[config.mk]
export PLATFORM = sky130hd
export DESIGN_NAME = bus_regfile
export DESIGN_NICKNAME = d
export VERILOG_FILES = /design/src/rtl/bus_regfile_pkg.sv /design/src/rtl/bus_regfile_addr_sel.sv /design/src/rtl/bus_regfile_store.sv /design/src/rtl/bus_regfile_port.sv /design/src/rtl/bus_regfile.sv
export SDC_FILE = /design/constraint.sdc
export NUM_CORES = 2
export LEC_CHECK = 0
export BUFFER_PORTS_ARGS = -buffer_cell sky130_fd_sc_hd__buf_4
export CORE_ASPECT_RATIO = 2
export CORE_UTILIZATION = 50
export CTS_CLUSTER_SIZE = 24
export DETAILED_ROUTE_END_ITERATION = 16
export PLACE_DENSITY_LB_ADDON = 0.1
export RECOVER_POWER = 50
export SLEW_MARGIN = 30
export SYNTH_ARGS = -nofsm -noshare
export SYNTH_HDL_FRONTEND = slang
export SYNTH_HIERARCHICAL = 1
export SYNTH_SLANG_ARGS = --single-unit
[constraint.sdc]
create_clock -name clk -period 4.5 [get_ports clk]
set_input_delay 0.45 -clock clk [delete_from_list [all_inputs] [get_ports clk]]
set_output_delay 0.45 -clock clk [all_outputs]
set_load 0.02 [all_outputs]
[src/rtl/bus_regfile_pkg.sv]
package bus_regfile_pkg;
   localparam int SEL_W = 3;

   typedef enum logic [SEL_W-1:0] {
      SEL_PC  = 3'd0,
      SEL_RA  = 3'd1,
      SEL_RS1 = 3'd2,
      SEL_RS2 = 3'd3,
      SEL_RD  = 3'd4
   } regsel_e;
endpackage

[src/rtl/bus_regfile_addr_sel.sv]
module bus_regfile_addr_sel
   import bus_regfile_pkg::*;
#(
   parameter int INSTR_W = 32,
   parameter int ADDR_W  = 6,
   parameter int SPEC_W  = 5,
   parameter int RD_LSB  = 7,
   parameter int RS1_LSB = 15,
   parameter int RS2_LSB = 20,
   parameter int PC_ADDR = 32,
   parameter int RA_ADDR = 1
) (
   input  logic [INSTR_W-1:0] instr,
   input  logic [SEL_W-1:0]   sel,
   output logic [ADDR_W-1:0]  addr
);
   localparam int PAD_W = ADDR_W - SPEC_W;

   if (SPEC_W >= ADDR_W) begin : g_bad_spec
      $error("specifier width must be narrower than the address");
   end
   if (RS2_LSB + SPEC_W > INSTR_W || RS1_LSB + SPEC_W > INSTR_W || RD_LSB + SPEC_W > INSTR_W) begin : g_bad_field
      $error("specifier field lies outside the instruction word");
   end
   if (PC_ADDR >= (1 << ADDR_W) || RA_ADDR >= (1 << ADDR_W)) begin : g_bad_const
      $error("fixed register address out of range");
   end

   logic [SPEC_W-1:0] f_rs1, f_rs2, f_rd;
   logic              unused_instr;

   assign f_rs1        = instr[RS1_LSB +: SPEC_W];
   assign f_rs2        = instr[RS2_LSB +: SPEC_W];
   assign f_rd         = instr[RD_LSB  +: SPEC_W];
   assign unused_instr = ^instr;

   always_comb begin
      case (sel)
         SEL_PC:  addr = ADDR_W'(PC_ADDR);
         SEL_RA:  addr = ADDR_W'(RA_ADDR);
         SEL_RS1: addr = {{PAD_W{1'b0}}, f_rs1};
         SEL_RS2: addr = {{PAD_W{1'b0}}, f_rs2};
         SEL_RD:  addr = {{PAD_W{1'b0}}, f_rd};
         default: addr = '0;
      endcase
   end
endmodule

[src/rtl/bus_regfile_store.sv]
module bus_regfile_store #(
   parameter int DATA_W        = 32,
   parameter int ADDR_W        = 6,
   parameter bit HARDWIRE_ZERO = 1'b1
) (
   input  logic              clk,
   input  logic              rst_n,
   input  logic [ADDR_W-1:0] addr,
   input  logic              wr_en,
   input  logic [DATA_W-1:0] wr_data,
   output logic [DATA_W-1:0] rd_data
);
   localparam int DEPTH = 1 << ADDR_W;

   if (ADDR_W < 1 || ADDR_W > 10) begin : g_bad_depth
      $error("address width out of supported range");
   end
   if (DATA_W < 1) begin : g_bad_width
      $error("data width must be positive");
   end

   logic [DATA_W-1:0] cell_q [DEPTH];

   for (genvar i = 0; i < DEPTH; i++) begin : g_cell
      if (HARDWIRE_ZERO && i == 0) begin : g_zero
         assign cell_q[i] = '0;
      end else begin : g_flop
         logic [DATA_W-1:0] q;
         logic              hit;
         assign hit = wr_en && (addr == ADDR_W'(i));
         always_ff @(posedge clk or negedge rst_n) begin
            if (!rst_n)   q <= '0;
            else if (hit) q <= wr_data;
         end
         assign cell_q[i] = q;
      end
   end

   assign rd_data = cell_q[addr];
endmodule

[src/rtl/bus_regfile_port.sv]
module bus_regfile_port #(
   parameter int DATA_W = 32
) (
   input  logic              file_en,
   input  logic              write_mode,
   input  logic [DATA_W-1:0] bus_in,
   input  logic [DATA_W-1:0] rd_data,
   output logic              wr_en,
   output logic [DATA_W-1:0] wr_data,
   output logic [DATA_W-1:0] bus_out,
   output logic              bus_oe
);
   logic drive;

   assign drive   = file_en & ~write_mode;
   assign wr_en   = file_en & write_mode;
   assign wr_data = bus_in;
   assign bus_oe  = drive;
   assign bus_out = drive ? rd_data : '0;
endmodule

[src/rtl/bus_regfile.sv]
module bus_regfile
   import bus_regfile_pkg::*;
#(
   parameter int DATA_W        = 32,
   parameter int ADDR_W        = 6,
   parameter int SPEC_W        = 5,
   parameter int INSTR_W       = 32,
   parameter int RD_LSB        = 7,
   parameter int RS1_LSB       = 15,
   parameter int RS2_LSB       = 20,
   parameter int PC_ADDR       = 32,
   parameter int RA_ADDR       = 1,
   parameter bit HARDWIRE_ZERO = 1'b1
) (
   input  logic               clk,
   input  logic               rst_n,
   input  logic [INSTR_W-1:0] instr,
   input  logic [SEL_W-1:0]   addr_sel,
   input  logic               file_en,
   input  logic               write_mode,
   input  logic [DATA_W-1:0]  bus_in,
   output logic [DATA_W-1:0]  bus_out,
   output logic               bus_oe
);
   logic [ADDR_W-1:0] sel_addr;
   logic [DATA_W-1:0] rd_data;
   logic [DATA_W-1:0] wr_data;
   logic              wr_en;

   bus_regfile_addr_sel #(
      .INSTR_W(INSTR_W), .ADDR_W(ADDR_W), .SPEC_W(SPEC_W),
      .RD_LSB(RD_LSB), .RS1_LSB(RS1_LSB), .RS2_LSB(RS2_LSB),
      .PC_ADDR(PC_ADDR), .RA_ADDR(RA_ADDR)
   ) u_sel (
      .instr(instr), .sel(addr_sel), .addr(sel_addr)
   );

   bus_regfile_store #(
      .DATA_W(DATA_W), .ADDR_W(ADDR_W), .HARDWIRE_ZERO(HARDWIRE_ZERO)
   ) u_store (
      .clk(clk), .rst_n(rst_n), .addr(sel_addr),
      .wr_en(wr_en), .wr_data(wr_data), .rd_data(rd_data)
   );

   bus_regfile_port #(
      .DATA_W(DATA_W)
   ) u_port (
      .file_en(file_en), .write_mode(write_mode), .bus_in(bus_in),
      .rd_data(rd_data), .wr_en(wr_en), .wr_data(wr_data),
      .bus_out(bus_out), .bus_oe(bus_oe)
   );
endmodule

==> run metrics <==
final setup violation count=0; pins over their slew limit=137; remaining antenna violation count=0; top flop regs=u_store/g_cell.g_flop.q: 2016 flops; fmax=225.6 MHz; worst-margin pin slew=3.783 ns; final hold slack=0.2995 ns; clock root buffer=clkbuf_16; Worst setup EP type=output port; CTS clk-pin slew, worst paths=0.07 ns; Combinational Power Share=12.2%; most frequent cells in the layout=2016 x dfrtp_1, 1944 x mux2_2, 386 x mux2i_1; PwrDens=390.9 mW/mm2; sequential share of power=49.0%; hold crit path type=input pin to flip-flop; Fillers=15040; Clk Latency, worst-skew pair=0.85 ns; max reg flops=2016; Worst path most repeated cell=buf_4; WL final=266.9 mm; CTS Sinks=2016; synthesized area per cell=14.94 um2; failing checks=capacitance limit, slew limit; max_slew headroom=-152.2%; Fin Clk Skew=0 ns; initial DRC count=3282; max_cap viols=2; starting density of the core=50.43%; CP max FO=11; Max rail drop VDD=0.2758 mV; Rows=223; Hold Vio Cnt, Final=0; total nets after synthesis=6317; IO Pins=104; setup TNS=0 ns; status=complete, but fails checks; Die Area=0.1884 mm2; Leak Pwr=49.58 nW; NetSw=10.15 mW; max incr delay on CP=0.60 ns; placed insts=8524; Area Overhead vs Synth=11.40%; Via density=6.161; multi-input logic area=0.03952 mm2; Port Buffers=86; crit-path cells=buf_4, and4bb_1, a211o_4, buf_4, and2_4, buf_4, a221oi_1, o21ai_0, buf_4, a41o_1, buf_12, o21ai_1, and3b_1, buf_4; Post-CTS Setup Inserts=0; per-cell routed wire length=30.13 um; most common cell after layout, fill and taps aside=dfrtp_1; layout cells sized above 1=48.96%; Final Wtd Congestion=0.8189; CTS buffer count=186; H-tree depth=4; Main synth FF type=dfrtp_1; Post-synth EDFFs=0; Post-synth ARST share=100.0%; Yosys cell types=57; Tmin final=4.432 ns; Core Footprint=0.1850 mm2; Reg with most FFs=u_store/g_cell.g_flop.q; R2R depth=1; Sw Ratio=24.99%; GRT Util Overall=28.85%; WP data arrival=3.98 ns; Layout Nets=6309; final non-filler cell total=8859; dpl hpwl=168.0 mm; CP Class=input pin to output port; Clk network pwr share=38.9%; internal power=30.47 mW; DP Area=0.09805 mm2; vias in the first global route=59040; Hold Path Depth=2; Yosys reg bits=2016; required time of the critical path=4.05 ns; Cells after Synth=6246; CTS tree=built; total number of vias=54580; synth warn=6; Longest Clk Path Bufs=4; TritonRoute pass-1 iters=5; Slowest cell on crit path=a221oi_1; synthesized cell area=0.09330 mm2; chip width=307.4 um; Final Cycle Share=98.49%; Reg area=0.05045 mm2; post-synthesis sequential area ratio=54.07%; Die Y-Extent=612.9 um; type of origin of the critical path=input pin; first-pass GRT wire length=398.5 mm; DRC Markers=0; GRT overflow=0; RSZ-0062 raised after global routing=false; Design Area, Final=0.1039 mm2; antenna violations before repair=16; largest net degree at the start of global routing=148
## critical path: cells and delay by family
family / cells / cell delay, ns
AO/OA/AOI/OAI: 5 / 1.70
AND/OR/NAND/NOR: 3 / 0.67
buffers and inverters: 6 / 1.12
## repair_timing
action	CTS	global route
gates cloned	0	0
hold buffers	1	0
resized for setup	2	1
endpoints found under the setup margin	2	1
endpoints found under the hold margin	82	0
## cells by family (layout without fill, tap and decap cells)
kind of cell / after synthesis / count (layout) / share of synthesized area, %
AO/OA/AOI/OAI: 483 / 483 / 3.738
buffers and inverters: 685 / 805 / 3.960
flip-flops: 2016 / 2016 / 54.07
multiplexers: 2735 / 2735 / 36.29
other: 0 / 18 / 0
AND/OR/NAND/NOR: 327 / 327 / 1.938
## stage by stage
step / setup slack [ns] / utilization [%] / power, mW
final: 0.06773 / 56.18 / 40.62
after global placement: -0.2200 / 52.99 / 25.04
after floorplan: 1.290 / - / 23.08
after CTS: 0.05014 / 56.19 / 41.05
after detailed placement: -0.2112 / 53.00 / 25.23
after global routing: 0.03823 / 56.17 / 42.07
## final cells by class
cell class,instances,share of cell area [%]
Tap cell,2475,2.980
Inverter,3,0.01204
Clock inverter,47,0.4599
Antenna cell,18,0.04334
Multi-Input combinational cell,3545,38.02
Timing Repair Buffer,486,4.740
Clock buffer,269,5.206
Sequential cell,2016,48.54
## cell usage after synthesis (12+ instances only)
master    number  area [um2]
o22ai_1       21       131.4
nor2_2        23       143.9
nor2b_1       29       181.4
clkbuf_1     268        1006
buf_4        108       810.8
buf_1         35       131.4
a221oi_1      75       656.9
a41o_1        21       210.2
o311a_1       20       200.2
nand2_1       93       349.1
o21ai_0       97       485.5
dfrtp_1     2016       50450
mux4_2       300        6756
nand3_1       46       230.2
nor2_1        51       191.4
buf_6         49       551.8
buf_2        216        1081
and3_1        12       75.07
a22oi_1       94       705.7
a21oi_1       43       215.2
mux2i_1      386        3864
and3b_1       23       201.4
o21ai_1       31       155.2
mux2_1        94        1059
a211oi_1      41       307.8
mux2_2      1944       21890
## final timing paths
check	start	endpoint	slack, ns
max	addr_sel[0]	bus_out[10]	0.07
min	bus_in[30]	u_store/g_cell[51].g_flop.q[30]$_DFFE_PN0P_	0.30
max reg2reg	u_store/g_cell[2].g_flop.q[20]$_DFFE_PN0P_	u_store/g_cell[2].g_flop.q[20]$_DFFE_PN0P_	3.70
min reg2reg	u_store/g_cell[63].g_flop.q[7]$_DFFE_PN0P_	u_store/g_cell[63].g_flop.q[7]$_DFFE_PN0P_	0.48
max in group asynchronous	rst_n	u_store/g_cell[16].g_flop.q[8]$_DFFE_PN0P_	0.50
min in group asynchronous	rst_n	u_store/g_cell[12].g_flop.q[29]$_DFFE_PN0P_	1.42
## routing by layer
metal / up-vias / global-route usage [%] / routed length [um]
met5: - / 0 / 37
met4: 6 / 13.76 / 14160
met3: 505 / 2.929 / 8612
met2: 1154 / 51.92 / 141300
met1: 29900 / 34.38 / 102800
li1: 23020 / - / -
## power groups by stage
| stage | logic [mW] | clock network, mW | registers, mW |
|---|---|---|---|
| after floorplan | 3.05 | 0 | 20.0 |
| after global placement | 4.89 | 0 | 20.1 |
| after detailed placement | 5.00 | 0 | 20.2 |
| after CTS | 5.01 | 16.2 | 19.9 |
| after global routing | 5.27 | 16.8 | 20.0 |
| final | 4.94 | 15.8 | 19.9 |
(Power assumes the default switching activity.)
